===== src/rtl/odport_ctrl.sv =====
module odport_ctrl #(
  parameter int NPINS = 6,
  parameter int IDXW  = 3
) (
  input  logic             clk,
  input  logic             rst_n,
  input  logic             wr_en,
  input  logic [NPINS-1:0] wr_data,
  input  logic             bit_en,
  input  logic [IDXW-1:0]  bit_idx,
  input  logic             bit_val,
  output logic [NPINS-1:0] rd_data,
  input  logic [NPINS-1:0] periph_oe,
  input  logic [NPINS-1:0] periph_out,
  output logic [NPINS-1:0] periph_in,
  input  logic             stop_req,
  input  logic             stop_sel,
  output logic [NPINS-1:0] pull_low,
  input  logic [NPINS-1:0] pad_level
);

  logic [NPINS-1:0] latch_q, latch_d;
  logic [NPINS-1:0] sync1_q, sync2_q;
  logic             release_all;

  always_comb begin
    latch_d = latch_q;
    if (wr_en) begin
      latch_d = wr_data;
    end else if (bit_en) begin
      for (int i = 0; i < NPINS; i++) begin
        if (bit_idx == IDXW'(i)) latch_d[i] = bit_val;
      end
    end
  end

  always_ff @(posedge clk or negedge rst_n) begin
    if (!rst_n) begin
      latch_q <= '1;
      sync1_q <= '1;
      sync2_q <= '1;
    end else begin
      latch_q <= latch_d;
      sync1_q <= pad_level;
      sync2_q <= sync1_q;
    end
  end

  assign release_all = stop_req & stop_sel;
  assign pull_low    = release_all ? '0 :
                       ((periph_oe & ~periph_out) | (~periph_oe & ~latch_q));
  assign rd_data     = sync2_q;
  assign periph_in   = sync2_q;

endmodule


===== config.mk =====
export PLATFORM = sky130hd
export DESIGN_NAME = odport_ctrl
export DESIGN_NICKNAME = d
export VERILOG_FILES = /design/src/rtl/odport_ctrl.sv
export SDC_FILE = /design/constraint.sdc
export NUM_CORES = 1
export LEC_CHECK = 0
export ABC_AREA = 1
export ABC_CLOCK_PERIOD_IN_PS = 1800
export BUFFER_PORTS_ARGS = -buffer_cell sky130_fd_sc_hd__clkbuf_2
export CAP_MARGIN = 25
export CELL_PAD_IN_SITES_DETAIL_PLACEMENT = 1
export CELL_PAD_IN_SITES_GLOBAL_PLACEMENT = 1
export CORE_MARGIN = 1
export CORE_UTILIZATION = 32
export CTS_BUF_LIST = sky130_fd_sc_hd__clkbuf_2 sky130_fd_sc_hd__clkbuf_4 sky130_fd_sc_hd__clkbuf_8
export CTS_CLUSTER_DIAMETER = 200
export DETAILED_ROUTE_END_ITERATION = 8
export PLACE_DENSITY = 0.83
export SYNTH_ARGS = -nofsm -noshare
export SYNTH_HDL_FRONTEND = slang
export SYNTH_SLANG_ARGS = --single-unit

===== constraint.sdc =====
create_clock -name clk -period 1.8 [get_ports clk]
set_input_delay 0.27 -clock clk [delete_from_list [all_inputs] [get_ports clk]]
set_output_delay 0.27 -clock clk [all_outputs]
set_load 0.01 [all_outputs]

==> results.sh, run 1 <==
export IMPL_outcome="completed"
export IMPL_grt_max_degree=19
export IMPL_worst_pin_slew_ps=416
export IMPL_rr_worst_depth=4
export IMPL_clock_sinks=18
export IMPL_area_growth_pct=32.5
export IMPL_grt_ovfl_total=0
export IMPL_cts_max_level=1
export IMPL_cts_resized=0
export IMPL_grt_pass1_wl_mm=3.21
export IMPL_synth_top_area_frac=0.557
export IMPL_wl_per_cell_um=11.7
export IMPL_fin_setup_tns_ps=0
export IMPL_critPathBufInv=2
export IMPL_crit_type="flop to primary output"
export IMPL_crit_arrival_ps=1220
export IMPL_avgSynthCellArea_um2=8.50
export IMPL_finalMaxSlewViolations=0
export IMPL_rsz0062_at_grt="false"
export IMPL_track_usage=0.159
export IMPL_fp_dieH_um=53.5
export IMPL_post_cts_buffers=0
export IMPL_crit_path_top_delay_cell="dfstp_2"
export IMPL_critPathLaunchType="flop"
export IMPL_dp_hpwl_mm=1.71
export IMPL_finalHoldViolCount=0
export IMPL_postCtsHoldBufs=0
export IMPL_r2r_end="latch_q[3]"
export IMPL_crit_reg2reg_launch="latch_q[3]"
export IMPL_cts_clk_slew_worst_paths_ps=100
export IMPL_cp_end_kind="primary output"
export IMPL_syn_inst=100
export IMPL_port_buffers=51
export IMPL_gp_congestion=0.721
export IMPL_diodes=0
export IMPL_yosys_warnings=0
export IMPL_synth_seq_cells=18
export IMPL_hold_ws_ps=48.3
export IMPL_final_common_cell="clkbuf_2"
export IMPL_synth_top_cell_by_area="dfstp_2"
export IMPL_first_pass_iters=3
export IMPL_synth_area_um2=850
export IMPL_cts_tree="built"
export IMPL_max_slew_margin=0.723
export IMPL_grt_pass1_vias=760
export IMPL_die_w_um=53.5
export IMPL_clockBufferDepth=2
export IMPL_p_leak_nw=0.610
export IMPL_final_cell_mix="clkbuf_2 (51), nand2_1 (27), dfstp_2 (18)"
export IMPL_synthDistinctLibCells=9
export IMPL_root_buffer="clkbuf_4"
export IMPL_synth_net_count=134
export IMPL_post_dp_cell_area_mm2=0.00109
export IMPL_dp_slack_ps=610
export IMPL_period_share=0.829
export IMPL_drv_cap=0
export IMPL_clock_skew_final_ps=3.08
export IMPL_final_cell_area_mm2=0.00113
export IMPL_hold_start="pad_level[1]"
export IMPL_drc=0
export IMPL_timing_fmax_mhz=671
export IMPL_start_util=0.340
export IMPL_critPathMaxFanout=2
export IMPL_die_area_mm2=0.00286
export IMPL_setup_slack_ps=309
export IMPL_layout_drive_gt1_share=0.520
export IMPL_crit_chain="inv_1 -> o21ai_0 -> nor2_1 -> clkbuf_2"
export IMPL_core_area_mm2=0.00250
export IMPL_ir_worst_vdd_uv=417
export IMPL_synth_seq_area_share=0.557
export IMPL_clk_latency_ps=290
export IMPL_nNetsFinal=183
export IMPL_vias=789
export IMPL_hold_end="sync1_q[1]"
export IMPL_hp_class="input pin to flop"
export IMPL_io_pin_count=52
export IMPL_rows=18
export IMPL_wirelength_mm=2.09
export IMPL_grt_antenna_before_repair=0
export IMPL_crit_required_ps=1530
export IMPL_drtAntennaViolNets=0
export IMPL_cts_buffers=3
export IMPL_finalSetupViolations=0
export IMPL_cpPeakStageDelay_ps=530
export IMPL_r2r_setup_slack_ps=940
export IMPL_drt_iter0_drc=7
export IMPL_path_delay_family="flip-flops"
export IMPL_period_needed_ps=1490
export IMPL_viasPerCell=4.43
export IMPL_power_density_mw_per_mm2=769
export IMPL_synth_area_top_cells="dfstp_2 (56%), nand2_1 (12%), nand3_1 (7.1%)"
export IMPL_holdPathStages=1
==> registers in the layout (all words and copies together) (netlist names) <==
name       count
latch_q        6
periph_in      6
sync1_q        6
==> metal layers <==
metal	vias up	share of wire	GRT usage
li1	397	-	-
met2	26	0.53	0.283
met5	-	0	0
met1	364	0.42	0.180
met3	2	0.034	0.0287
met4	0	0.0086	0.0746
==> through the flow <==
| stage | total power, W | utilization | std cells |
|---|---|---|---|
| after global routing | 0.000909 | 0.450 | 178 |
| after global placement | 0.000618 | 0.436 | 174 |
| after detailed placement | 0.000630 | 0.436 | 174 |
| after CTS | 0.000876 | 0.450 | 178 |
| final | 0.000865 | 0.450 | 178 |
| after floorplan | 0.000549 | - | 100 |
==> cell usage after synthesis <==
cell / instances
buf_4: 7
inv_1: 13
dfstp_2: 18
nor2_4: 2
nand2_1: 27
nand3_1: 12
o21ai_0: 6
nor2_1: 13
nor2_2: 2
==> kinds of logic after synthesis <==
family                 after synthesis  synth area share
AOI/OAI and AO/OA                    6            0.0353
and+or+nand+nor                     56             0.289
DFF                                 18             0.557
buffers and inverters               20             0.119
==> final cells by class <==
type | count | area (um^2)
sequential | 18 | 473
tap | 30 | 37.5
timing repair buffer | 51 | 255
fill | 322 | 1370
multi-input combinational | 62 | 275
clock buffer | 4 | 36.3
inverter | 13 | 48.8
==> power breakdown <==
part	leakage [nW]	switching (W)	total, W	internal (W)
Sequential	0.189	0.00000940	0.000461	0.000452
Clock	0.0210	0.000121	0.000244	0.000123
Combinational	0.400	0.0000930	0.000160	0.0000669
Total	0.610	0.000224	0.000865	0.000642
==> worst max-delay path by stage <==
stage / depth (start not counted) / slack, ps / endpoint / startpoint
after floorplan: 3 / 790 / pull_low[0] / latch_q[0]
after global placement: 4 / 680 / pull_low[3] / latch_q[3]
after detailed placement: 4 / 610 / pull_low[2] / latch_q[2]
after CTS: 4 / 280 / pull_low[2] / latch_q[2]
after global routing: 4 / 180 / pull_low[4] / latch_q[4]
final: 4 / 310 / pull_low[2] / latch_q[2]
No activity file was read; power rests on OpenSTA's default activity.
==> run 2, diff against run 1 <==
--- a/config.mk
+++ b/config.mk
@@ -6,17 +6,17 @@
 export NUM_CORES = 1
 export LEC_CHECK = 0
 export ABC_AREA = 1
-export ABC_CLOCK_PERIOD_IN_PS = 1800
+export ABC_CLOCK_PERIOD_IN_PS = 1200
 export BUFFER_PORTS_ARGS = -buffer_cell sky130_fd_sc_hd__clkbuf_2
 export CAP_MARGIN = 25
 export CELL_PAD_IN_SITES_DETAIL_PLACEMENT = 1
 export CELL_PAD_IN_SITES_GLOBAL_PLACEMENT = 1
 export CORE_MARGIN = 1
-export CORE_UTILIZATION = 32
+export CORE_UTILIZATION = 27
 export CTS_BUF_LIST = sky130_fd_sc_hd__clkbuf_2 sky130_fd_sc_hd__clkbuf_4 sky130_fd_sc_hd__clkbuf_8
 export CTS_CLUSTER_DIAMETER = 200
 export DETAILED_ROUTE_END_ITERATION = 8
-export PLACE_DENSITY = 0.83
+export PLACE_DENSITY = 0.75
 export SYNTH_ARGS = -nofsm -noshare
 export SYNTH_HDL_FRONTEND = slang
 export SYNTH_SLANG_ARGS = --single-unit
==> constraint.sdc (replaced) <==
create_clock -name clk -period 1.2 [get_ports clk]
set_input_delay 0.18 -clock clk [delete_from_list [all_inputs] [get_ports clk]]
set_output_delay 0.18 -clock clk [all_outputs]
set_load 0.01 [all_outputs]
==> run 2 against run 1 <==
  * The flow now finishes with violations (setup timing)
  * Clock skew is 5.4 ps higher
  * Die area is 18% higher
  * Combinational power is 78% higher
  * Sequential share of layout area is 3.9 points lower
  * Global-route usage is 2.1 points lower
  * Via count is 5.4% higher
  * Worst setup slack worse by 460 ps
  * Sequential power is 51% higher
  * Core utilization is 1.9 points lower
  * Clock-buffer cell count stayed put
  * Cell count is 12% higher
  * Critical path type unchanged
  * Largest power group unchanged
  * Highest routed layer unchanged
==> results.sh, run 2 (same netlist as run 1, synthesis figures left out) <==
export IMPL_outcome="complete, but fails checks"
export IMPL_violations="setup timing"
export IMPL_crit_chain="inv_2 -> o21ai_1 -> nor2_1 -> clkbuf_2"
export IMPL_clk_latency_ps=300
export IMPL_nNetsFinal=193
export IMPL_critPathMaxFanout=2
export IMPL_layout_drive_gt1_share=0.570
export IMPL_core_area_mm2=0.00288
export IMPL_timing_fmax_mhz=740
export IMPL_grt_pass1_wl_mm=3.50
export IMPL_setup_slack_ps=-151
export IMPL_clock_skew_final_ps=8.48
export IMPL_drt_iter0_drc=13
export IMPL_critPathLaunchType="flop"
export IMPL_die_area_mm2=0.00338
export IMPL_final_common_cell="clkbuf_2"
export IMPL_finalMaxSlewViolations=0
export IMPL_finalSetupViolations=6
export IMPL_clockBufferDepth=2
export IMPL_viasPerCell=4.16
export IMPL_ir_worst_vdd_uv=400
export IMPL_crit_required_ps=1020
export IMPL_port_buffers=51
export IMPL_grt_ovfl_total=0
export IMPL_period_share=1.13
export IMPL_multiInputGateArea_um2=287
export IMPL_dp_hpwl_mm=1.76
export IMPL_drv_cap=0
export IMPL_cpPeakStageDelay_ps=540
export IMPL_first_pass_iters=4
export IMPL_wl_per_cell_um=10.9
export IMPL_start_util=0.295
export IMPL_diodes=0
export IMPL_rows=19
export IMPL_wirelength_mm=2.18
export IMPL_drc=0
export IMPL_die_w_um=58.1
export IMPL_period_needed_ps=1350
export IMPL_root_buffer="clkbuf_4"
export IMPL_gp_congestion=0.746
export IMPL_cts_tree="built"
export IMPL_cts_buffers=3
export IMPL_ff_latch_area_um2=473
export IMPL_cts_clk_slew_worst_paths_ps=100
export IMPL_final_cell_mix="clkbuf_2 (48), nand2_1 (27), dfstp_2 (18)"
export IMPL_track_usage=0.138
export IMPL_fillers=370
export IMPL_grt_max_degree=19
export IMPL_fp_dieH_um=58.1
export IMPL_vias=832
export IMPL_cts_max_level=1
export IMPL_finalHoldViolCount=0
export IMPL_grt_antenna_before_repair=0
export IMPL_hp_class="input pin to flop"
export IMPL_io_pin_count=52
export IMPL_power_density_mw_per_mm2=1090
export IMPL_rsz0062_at_grt="true"
export IMPL_area_growth_pct=46.2
export IMPL_drtAntennaViolNets=0
export IMPL_fin_util=0.432
export IMPL_max_slew_margin=0.720
export IMPL_clock_sinks=18
export IMPL_crit_path_top_delay_cell="dfstp_2"
export IMPL_crit_type="flop to primary output"
export IMPL_dp_slack_ps=113
export IMPL_p_leak_nw=0.653
export IMPL_cp_end_kind="primary output"
export IMPL_worst_pin_slew_ps=420
export IMPL_crit_arrival_ps=1170
export IMPL_grt_pass1_vias=833
run 2: worst max-delay path: cells and delay by family (launching register included):
family                 cells  cell delay, ps
buffers and inverters      2             170
AO/OA/AOI/OAI              1             110
AND/OR/NAND/NOR            1              60
flip-flops                 1             540
run 2: stage by stage:
step           instances  setup TNS, ps  total power, W  hold WS, ps  instance area [um^2]
3_5_place_dp         186              0        0.000945          269                  1100
5_1_grt              200          -1150         0.00142         84.4                  1240
2_1_floorplan        100              0        0.000824         32.2                   850
4_1_cts              200           -971         0.00137         80.2                  1230
3_3_place_gp         186              0        0.000930          268                  1100
6_report             200           -827         0.00135         84.5                  1240
run 2: area by class of cell:
class	count	share of cell area
Sequential cell	18	0.381
Timing Repair Buffer	61	0.278
Multi-Input combinational cell	62	0.231
Tap cell	42	0.0423
Inverter	13	0.0393
Clock buffer	4	0.0292
run 2: power by group:
part | total (W) | internal [W] | switching [W] | leakage (nW)
clock network | 0.000368 | 0.000185 | 0.000183 | 0.0210
registers | 0.000696 | 0.000678 | 0.0000179 | 0.189
logic | 0.000285 | 0.000134 | 0.000151 | 0.443
total | 0.00135 | 0.000997 | 0.000352 | 0.653
run 2: path summary, 6_finish.rpt:
kind | from | to | slack (ps) | depth (start not counted)
max in group asynchronous | rst_n | periph_in[5] | 1070 | 1
worst min-delay path | wr_data[4] | latch_q[4] | 80 | 3
worst max-delay path | latch_q[3] | pull_low[3] | -150 | 4
worst min register to register | sync1_q[3] | periph_in[3] | 360 | 0
worst max register to register | latch_q[0] | latch_q[0] | 190 | 5
min in group asynchronous | rst_n | latch_q[4] | 90 | 1
run 2: timing repair:
item / CTS / global route
hold endpoints to repair: 6 / 0
endpoints found under the setup margin: 6 / 6
pin swaps: 8 / 5
gates resized for setup: 13 / 5
setup buffers: 4 / 0
hold buffers: 6 / 0
run 2: routing by layer:
| layer | global-route usage | wire length, um | vias up | part of all wire |
|---|---|---|---|---|
| met3 | 0.0268 | 83 | 2 | 0.038 |
| met5 | 0 | 0 | - | 0 |
| met1 | 0.153 | 847 | 387 | 0.39 |
| met4 | 0.0408 | 11 | 0 | 0.0050 |
| met2 | 0.263 | 1240 | 28 | 0.57 |
| li1 | - | - | 415 | - |
